## src/rtl/ref_sched_pkg.sv

```systemverilog
package ref_sched_pkg;

    typedef enum logic [2:0] {
        ST_IDLE,
        ST_LEAD,
        ST_STROBE,
        ST_PRECH,
        ST_SR_LEAD,
        ST_SR_HOLD,
        ST_SR_EXIT
    } ref_state_e;

    typedef struct packed {
        logic ras_n;
        logic cas_n;
    } strobe_t;

    function automatic strobe_t strobe_of(ref_state_e s);
        strobe_t r;
        r.cas_n = !(s inside {ST_LEAD, ST_STROBE, ST_SR_LEAD, ST_SR_HOLD});
        r.ras_n = !(s inside {ST_STROBE, ST_SR_HOLD});
        return r;
    endfunction

    function automatic int max2(int a, int b);
        return (a > b) ? a : b;
    endfunction

endpackage

```

## src/rtl/ref_tick.sv

```systemverilog
module ref_tick #(
    parameter int INTERVAL   = 1562,
    parameter int ROWS       = 4096,
    parameter int BURST_MODE = 0,
    parameter int ADD_W      = 13
) (
    input  logic             clk,
    input  logic             rst,
    input  logic             clear,
    output logic [ADD_W-1:0] add_amt
);
    localparam int IVL_W = $clog2(INTERVAL);
    localparam int PER_W = $clog2(ROWS);

    logic [IVL_W-1:0] ivl_cnt;
    logic             tick;

    assign tick = (ivl_cnt == IVL_W'(INTERVAL - 1));

    always_ff @(posedge clk) begin
        if (rst || clear)
            ivl_cnt <= '0;
        else if (tick)
            ivl_cnt <= '0;
        else
            ivl_cnt <= ivl_cnt + 1'b1;
    end

    generate
        if (BURST_MODE != 0) begin : g_burst
            logic [PER_W-1:0] per_cnt;
            logic             per_last;
            assign per_last = (per_cnt == PER_W'(ROWS - 1));
            always_ff @(posedge clk) begin
                if (rst || clear)
                    per_cnt <= '0;
                else if (tick)
                    per_cnt <= per_last ? '0 : per_cnt + 1'b1;
            end
            assign add_amt = (tick && per_last) ? ADD_W'(ROWS) : '0;
        end else begin : g_dist
            assign add_amt = tick ? ADD_W'(1) : '0;
        end
    endgenerate

endmodule

```

## src/rtl/ref_seq.sv

```systemverilog
module ref_seq
    import ref_sched_pkg::*;
#(
    parameter int ROWS       = 4096,
    parameter int CAP        = 15,
    parameter int BURST_MODE = 0,
    parameter int T_CSR      = 2,
    parameter int T_RAS      = 6,
    parameter int T_RP       = 4,
    parameter int T_RASS     = 10000,
    parameter int T_RPS      = 11,
    parameter int ADD_W      = 13
) (
    input  logic             clk,
    input  logic             rst,
    input  logic             ref_gnt,
    input  logic             sr_enter,
    input  logic             sr_exit,
    input  logic [ADD_W-1:0] add_amt,
    output logic             ref_req,
    output logic             busy,
    output logic             ras_n,
    output logic             cas_n,
    output logic             sr_active,
    output logic             tick_clear
);
    localparam int PEND_W  = $clog2(CAP + 1);
    localparam int SUM_W   = $clog2(CAP + ROWS + 1) + 1;
    localparam int TMR_MAX = max2(max2(max2(T_CSR, T_RAS), max2(T_RP, T_RASS)), T_RPS);
    localparam int TMR_W   = $clog2(TMR_MAX + 1);
    localparam int HI_W    = $clog2(T_RP + 1);

    ref_state_e        state, state_nx;
    logic [TMR_W-1:0]  tmr, tmr_nx;
    logic [PEND_W-1:0] pending, pend_nx;
    logic              sr_want, exit_want;
    logic              in_sr, take, tmr_done, hold_release, sr_done, chain, start_cbr;
    logic [SUM_W-1:0]  sum, capped;
    strobe_t           strb;

    always_comb begin
        in_sr        = state inside {ST_SR_LEAD, ST_SR_HOLD, ST_SR_EXIT};
        ref_req      = (state == ST_IDLE) && ((pending != '0) || sr_want);
        take         = ref_req && ref_gnt;
        tmr_done     = (tmr == '0);
        hold_release = (state == ST_SR_HOLD) && tmr_done && exit_want;
        sr_done      = (state == ST_SR_EXIT) && tmr_done;
        chain        = (state == ST_PRECH) && tmr_done && (pending != '0);
        start_cbr    = (take && !sr_want) || chain;
        sum          = SUM_W'(pending) + SUM_W'(add_amt);
        capped       = (sum > SUM_W'(CAP)) ? SUM_W'(CAP) : sum;
        if (sr_done && (BURST_MODE != 0))
            pend_nx = PEND_W'(ROWS - 1);
        else if (in_sr || (take && sr_want))
            pend_nx = '0;
        else
            pend_nx = PEND_W'(capped - SUM_W'(start_cbr));
    end

    always_comb begin
        state_nx = state;
        tmr_nx   = tmr;
        unique case (state)
            ST_IDLE: begin
                if (take) begin
                    state_nx = sr_want ? ST_SR_LEAD : ST_LEAD;
                    tmr_nx   = TMR_W'(T_CSR - 1);
                end
            end
            ST_LEAD, ST_SR_LEAD: begin
                if (tmr_done) begin
                    state_nx = (state == ST_LEAD) ? ST_STROBE : ST_SR_HOLD;
                    tmr_nx   = (state == ST_LEAD) ? TMR_W'(T_RAS - 1) : TMR_W'(T_RASS - 1);
                end else
                    tmr_nx = tmr - 1'b1;
            end
            ST_STROBE: begin
                if (tmr_done) begin
                    state_nx = ST_PRECH;
                    tmr_nx   = TMR_W'(T_RP - 1);
                end else
                    tmr_nx = tmr - 1'b1;
            end
            ST_PRECH: begin
                if (chain) begin
                    state_nx = ST_LEAD;
                    tmr_nx   = TMR_W'(T_CSR - 1);
                end else if (tmr_done)
                    state_nx = ST_IDLE;
                else
                    tmr_nx = tmr - 1'b1;
            end
            ST_SR_HOLD: begin
                if (hold_release) begin
                    state_nx = ST_SR_EXIT;
                    tmr_nx   = TMR_W'(T_RPS - 1);
                end else if (!tmr_done)
                    tmr_nx = tmr - 1'b1;
            end
            ST_SR_EXIT: begin
                if (sr_done) begin
                    state_nx = (BURST_MODE != 0) ? ST_LEAD : ST_IDLE;
                    tmr_nx   = TMR_W'(T_CSR - 1);
                end else
                    tmr_nx = tmr - 1'b1;
            end
            default: state_nx = ST_IDLE;
        endcase
    end

    always_ff @(posedge clk) begin
        if (rst) begin
            state     <= ST_IDLE;
            tmr       <= '0;
            pending   <= '0;
            sr_want   <= 1'b0;
            exit_want <= 1'b0;
        end else begin
            state   <= state_nx;
            tmr     <= tmr_nx;
            pending <= pend_nx;
            if (take && sr_want)
                sr_want <= 1'b0;
            else if (sr_enter && !in_sr)
                sr_want <= 1'b1;
            if (hold_release)
                exit_want <= 1'b0;
            else if (sr_exit && (state inside {ST_SR_LEAD, ST_SR_HOLD}))
                exit_want <= 1'b1;
        end
    end

    assign strb       = strobe_of(state);
    assign ras_n      = strb.ras_n;
    assign cas_n      = strb.cas_n;
    assign busy       = (state != ST_IDLE);
    assign sr_active  = (state == ST_SR_HOLD);
    assign tick_clear = in_sr;

    // Run-length trackers for the strobe timing checks
    logic [TMR_W-1:0] ras_lo_run;
    logic [HI_W-1:0]  hi_run;

    always_ff @(posedge clk) begin
        if (rst) begin
            ras_lo_run <= '0;
            hi_run     <= HI_W'(T_RP);
        end else begin
            if (ras_n)
                ras_lo_run <= '0;
            else if (ras_lo_run != TMR_W'(TMR_MAX))
                ras_lo_run <= ras_lo_run + 1'b1;
            if (!(ras_n && cas_n))
                hi_run <= '0;
            else if (hi_run != HI_W'(T_RP))
                hi_run <= hi_run + 1'b1;
        end
    end

    AST_RESET_QUIET: assert property (@(posedge clk) rst |=> ras_n && cas_n && !busy && !ref_req && !sr_active);
    AST_CAS_BEFORE_RAS: assert property (@(posedge clk) disable iff (rst) $fell(ras_n) |-> !cas_n && $past(!cas_n));
    AST_RAS_LOW_MIN: assert property (@(posedge clk) disable iff (rst) $rose(ras_n) |-> ras_lo_run >= TMR_W'(T_RAS));
    AST_PRECH_MIN: assert property (@(posedge clk) disable iff (rst) $fell(cas_n) |-> hi_run == HI_W'(T_RP));
    AST_REQ_WHEN_IDLE: assert property (@(posedge clk) disable iff (rst) ref_req |-> !busy && !sr_active);
    AST_GRANT_TAKEN: assert property (@(posedge clk) disable iff (rst) ref_req && ref_gnt |=> busy && !cas_n);
    AST_BACKLOG_CAP: assert property (@(posedge clk) disable iff (rst) pending <= PEND_W'(CAP));
    AST_SR_HOLD_MIN: assert property (@(posedge clk) disable iff (rst) $fell(sr_active) |-> ras_n && ras_lo_run >= TMR_W'(T_RASS));

endmodule

```

## src/rtl/ref_sched.sv

```systemverilog
module ref_sched #(
    parameter int CLK_KHZ      = 100000,
    parameter int RETENTION_MS = 64,
    parameter int ROWS         = 4096,
    parameter int BURST_MODE   = 0,
    parameter int BACKLOG_MAX  = 15,
    parameter int T_CSR        = 2,
    parameter int T_RAS        = 6,
    parameter int T_RP         = 4,
    parameter int T_RASS       = 10000,
    parameter int T_RPS        = 11
) (
    input  logic clk,
    input  logic rst,
    input  logic ref_gnt,
    input  logic sr_enter,
    input  logic sr_exit,
    output logic ref_req,
    output logic busy,
    output logic ras_n,
    output logic cas_n,
    output logic sr_active
);
    localparam int INTERVAL = CLK_KHZ * RETENTION_MS / ROWS;
    localparam int CAP      = (BURST_MODE != 0) ? 2 * ROWS : BACKLOG_MAX;
    localparam int ADD_W    = $clog2(ROWS + 1);

    logic [ADD_W-1:0] add_amt;
    logic             tick_clear;

    ref_tick #(
        .INTERVAL  (INTERVAL),
        .ROWS      (ROWS),
        .BURST_MODE(BURST_MODE),
        .ADD_W     (ADD_W)
    ) u_tick (
        .clk    (clk),
        .rst    (rst),
        .clear  (tick_clear),
        .add_amt(add_amt)
    );

    ref_seq #(
        .ROWS      (ROWS),
        .CAP       (CAP),
        .BURST_MODE(BURST_MODE),
        .T_CSR     (T_CSR),
        .T_RAS     (T_RAS),
        .T_RP      (T_RP),
        .T_RASS    (T_RASS),
        .T_RPS     (T_RPS),
        .ADD_W     (ADD_W)
    ) u_seq (
        .clk       (clk),
        .rst       (rst),
        .ref_gnt   (ref_gnt),
        .sr_enter  (sr_enter),
        .sr_exit   (sr_exit),
        .add_amt   (add_amt),
        .ref_req   (ref_req),
        .busy      (busy),
        .ras_n     (ras_n),
        .cas_n     (cas_n),
        .sr_active (sr_active),
        .tick_clear(tick_clear)
    );

endmodule

```

## config.mk

```make
export PLATFORM = sky130hd
export DESIGN_NAME = ref_sched
export DESIGN_NICKNAME = d
export VERILOG_FILES = /design/src/rtl/ref_sched_pkg.sv /design/src/rtl/ref_tick.sv /design/src/rtl/ref_seq.sv /design/src/rtl/ref_sched.sv
export SDC_FILE = /design/constraint.sdc
export NUM_CORES = 1
export LEC_CHECK = 0
export CORE_UTILIZATION = 63
export DETAILED_ROUTE_END_ITERATION = 10
export PLACE_DENSITY_LB_ADDON = 0.15
export SLEW_MARGIN = 15
export SYNTH_ARGS = -nofsm -noshare
export SYNTH_HDL_FRONTEND = slang
export SYNTH_SLANG_ARGS = --single-unit
export TNS_END_PERCENT = 100
```

## constraint.sdc

```tcl
create_clock -name clk -period 5.6 [get_ports clk]
set_clock_uncertainty 0.1 [all_clocks]
set_input_delay 1.12 -clock clk [delete_from_list [all_inputs] [get_ports clk]]
set_output_delay 1.12 -clock clk [all_outputs]
set_load 0.1 [all_outputs]
```

==> impl_results.md <==
- Leakage: 0.875 nW
- Synth cell types: 56
- Hold-fix buffer count after cts: 0
- Top FF cell, synth: dfxtp_1
- Final setup fails: 0
- Async SR Flop Fraction: 0
- IO Pins: 10
- Outcome: finished clean
- Crit path launch type: flop
- FF/Latch Area: 681 sq um
- Cell family with most CP delay: buffers and inverters
- Initial Util: 0.658
- Detailed Routing Iterations Pass 1: 5
- Rows: 21
- Slew @ Worst Pin: 975 ps
- Antenna cells: 0
- Maximum clock frequency: 233 MHz
- Ys Warns: 0
- Post-CTS Resized: 0
- Max Root-Sink Buffers: 2
- Worst Setup Path Type: reg2out
- Hold Vio Cnt, Final: 0
- Mapped Avg Cell Area: 7.69 sq um
- Multi-input gate area: 1430 sq um
- Worst path bufs/invs: 2
- Initial antenna violation count: 0
- Via count: 2060
- Full die area: 3760 sq um
- Final-report max-slew violation count: 0
- PortBufs: 9
- Setup TNS: 0 ps
- FILL cells: 294
- Post-Synthesis Cells: 288
- First-pass GRT wire length: 7690 um
- Placed wire-length estimate: 3320 um
- Drt drc: 0
- H-tree depth: 2
- Pin count of the biggest net entering global routing: 29
- Critical Path AT: 3070 ps
- Die Span Y: 61.3 um
- Crit Path Max Fanout: 27
- DR vias/cell: 6.15
- Share of the yosys chip area belonging to registers: 0.307
- Slowest stage cell, crit path: clkdlybuf4s50_1
- Crit end category: primary output
- RSZ-0062 raised after global routing: false
- IR drop worst, VDD: 0.260 mV
- Slowest stage delay, CP: 1130 ps
- Hold crit path type: reg2reg
- Syn Std Cell Area: 2210 sq um
- DRT Wirelength: 4790 um
- Final core utilization: 0.706
- Layout cells sized above 1: 0.0761
- Clock Latency Late Sink: 350 ps
- Std-Cell Core Area: 3360 sq um
- Sink Count: 34
- Gr usage total: 0.276
- NumNets Final: 302
- Headroom to the max-slew limit: 0.348
- Root buf cell: clkbuf_4
- Chip width: 61.3 um
- Synthesis-stage register bit count: 34
- P&R area growth vs syn: 7.18%
- Gpl congestion: 0.880
- Initial DRC Count: 176
- CTS tree: yes
- Post-route ant nets: 0
- Maxcap violations: 0
- Grt total ovfl: 0
- Total CTS buffers: 5
- Post-synth EDFFs: 0
- Post-layout minimum cycle time: 4290 ps
- Design Power: 1.44 mW
- Worst Path Required: 4380 ps
- Clock slew at reported path FFs: 110 ps
- Pwr Density: 606 nW/um^2
- Crit-path cells: nor3_1, inv_1, nor2_1, clkdlybuf4s50_1
- DR WL/cell: 14.3 um
- Vias in the first global route: 1728
- Syn Nets: 302
- Post-CTS setup buffers: 0
- Final period utilization: 0.767
[flip-flops by register name, summed over array words and instances, names as in the netlist]
name and count:
u_seq.exit_want 1, u_seq.sr_want 1, u_seq.state 3, u_seq.pending 4
u_tick.ivl_cnt 11, u_seq.tmr 14
[cell usage in the layout, fill, tap and decap left out, types with 5 or more instances in the layout]
cell type / count
nor2_1: 44
dfxtp_1: 34
nand2_1: 23
a21oi_1: 17
o21ai_0: 12
nor4_1: 11
xnor2_1: 9
ha_1: 9
clkdlybuf4s50_1: 9
nor3_1: 8
nand3_1: 8
xor2_1: 7
inv_1: 6
or4_1: 6
a31oi_1: 5
a211oi_1: 5
clkbuf_4: 5
[cell families (layout without fill, tap and decap cells)]
kind of cell / count (synthesis) / count (layout) / synth area share
fa+ha+maj: 9 / 9 / 0.0508
xor+xnor: 16 / 16 / 0.0633
buf+inv: 26 / 27 / 0.0458
flops: 34 / 34 / 0.307
mux: 4 / 4 / 0.0192
simple gates: 134 / 134 / 0.318
compound gates: 65 / 65 / 0.196
[worst paths after layout]
| check | start | endpoint | slack [ps] | depth (start not counted) |
|---|---|---|---|---|
| max | u_seq.state[0]$_SDFFE_PP0P_ | ref_req | 1310 | 4 |
| min | u_tick.ivl_cnt[0]$_SDFF_PP0_ | u_tick.ivl_cnt[0]$_SDFF_PP0_ | 390 | 1 |
| max reg2reg | u_seq.tmr[0]$_SDFFE_PP0P_ | u_seq.pending[3]$_SDFF_PP0_ | 2650 | 14 |
| min reg2reg | u_tick.ivl_cnt[0]$_SDFF_PP0_ | u_tick.ivl_cnt[0]$_SDFF_PP0_ | 390 | 1 |
[through the flow]
step | area [sq um] | hold slack (ps) | cells | setup slack, ps
after floorplan | 2210 | 333 | 288 | 1530
after global placement | 2310 | 350 | 327 | 1840
after detailed placement | 2310 | 362 | 327 | 1740
after CTS | 2370 | 387 | 335 | 1340
after global routing | 2370 | 418 | 335 | 1160
final | 2370 | 387 | 335 | 1310
[layout make-up]
class / instances / area share
Multi-Input combinational cell: 228 / 0.604
Sequential cell: 34 / 0.287
Timing Repair Buffer: 12 / 0.0474
Tap cell: 46 / 0.0242
Clock buffer: 6 / 0.0216
Inverter: 7 / 0.0111
Clock inverter: 2 / 0.00527
[where the power goes]
part           total (mW)  internal [mW]  switching [mW]
clock network       0.151         0.0603          0.0903
registers           0.363          0.287          0.0759
logic               0.925          0.337           0.589
total                1.44          0.684           0.755
[per-layer routing]
| metal | track usage | vias to the layer above | routed length [um] |
|---|---|---|---|
| li1 | - | 1063 | - |
| met1 | 0.369 | 937 | 2320 |
| met2 | 0.447 | 53 | 2180 |
| met4 | 0.0747 | 0 | 78 |
| met5 | 0 | - | 0 |
| met3 | 0.0651 | 7 | 216 |
[Yosys cell counts (all sizes together), types with 4 or more instances]
cell type  instances  area share
nand2             23       0.039
inv                7       0.012
a211oi             5       0.017
ha                 9       0.051
xor2               7       0.028
nand3              8       0.018
nand4              4       0.011
a31oi              5       0.014
dfxtp             34        0.31
clkbuf            16       0.027
nor2              44       0.075
nor3               8       0.018
o21ai             12       0.027
or3                4       0.011
nor4              13       0.046
or4                6       0.020
nand2b             4       0.011
a21oi             17       0.038
xnor2              9       0.036
[worst register-to-register path: stages, from the launching register on]
cell and delay, ps:
dfxtp_1 370, inv_1 110, ha_1 180, or3b_2 510, nor4_4 300, inv_2 140
nor2_1 130, a31oi_1 50, nor3_1 210, ha_1 240, nand2b_1 90, nor3_1 130
a21oi_1 60, a2bb2oi_1 130, a21oi_1 140
Power figures use the tool's default switching activity.
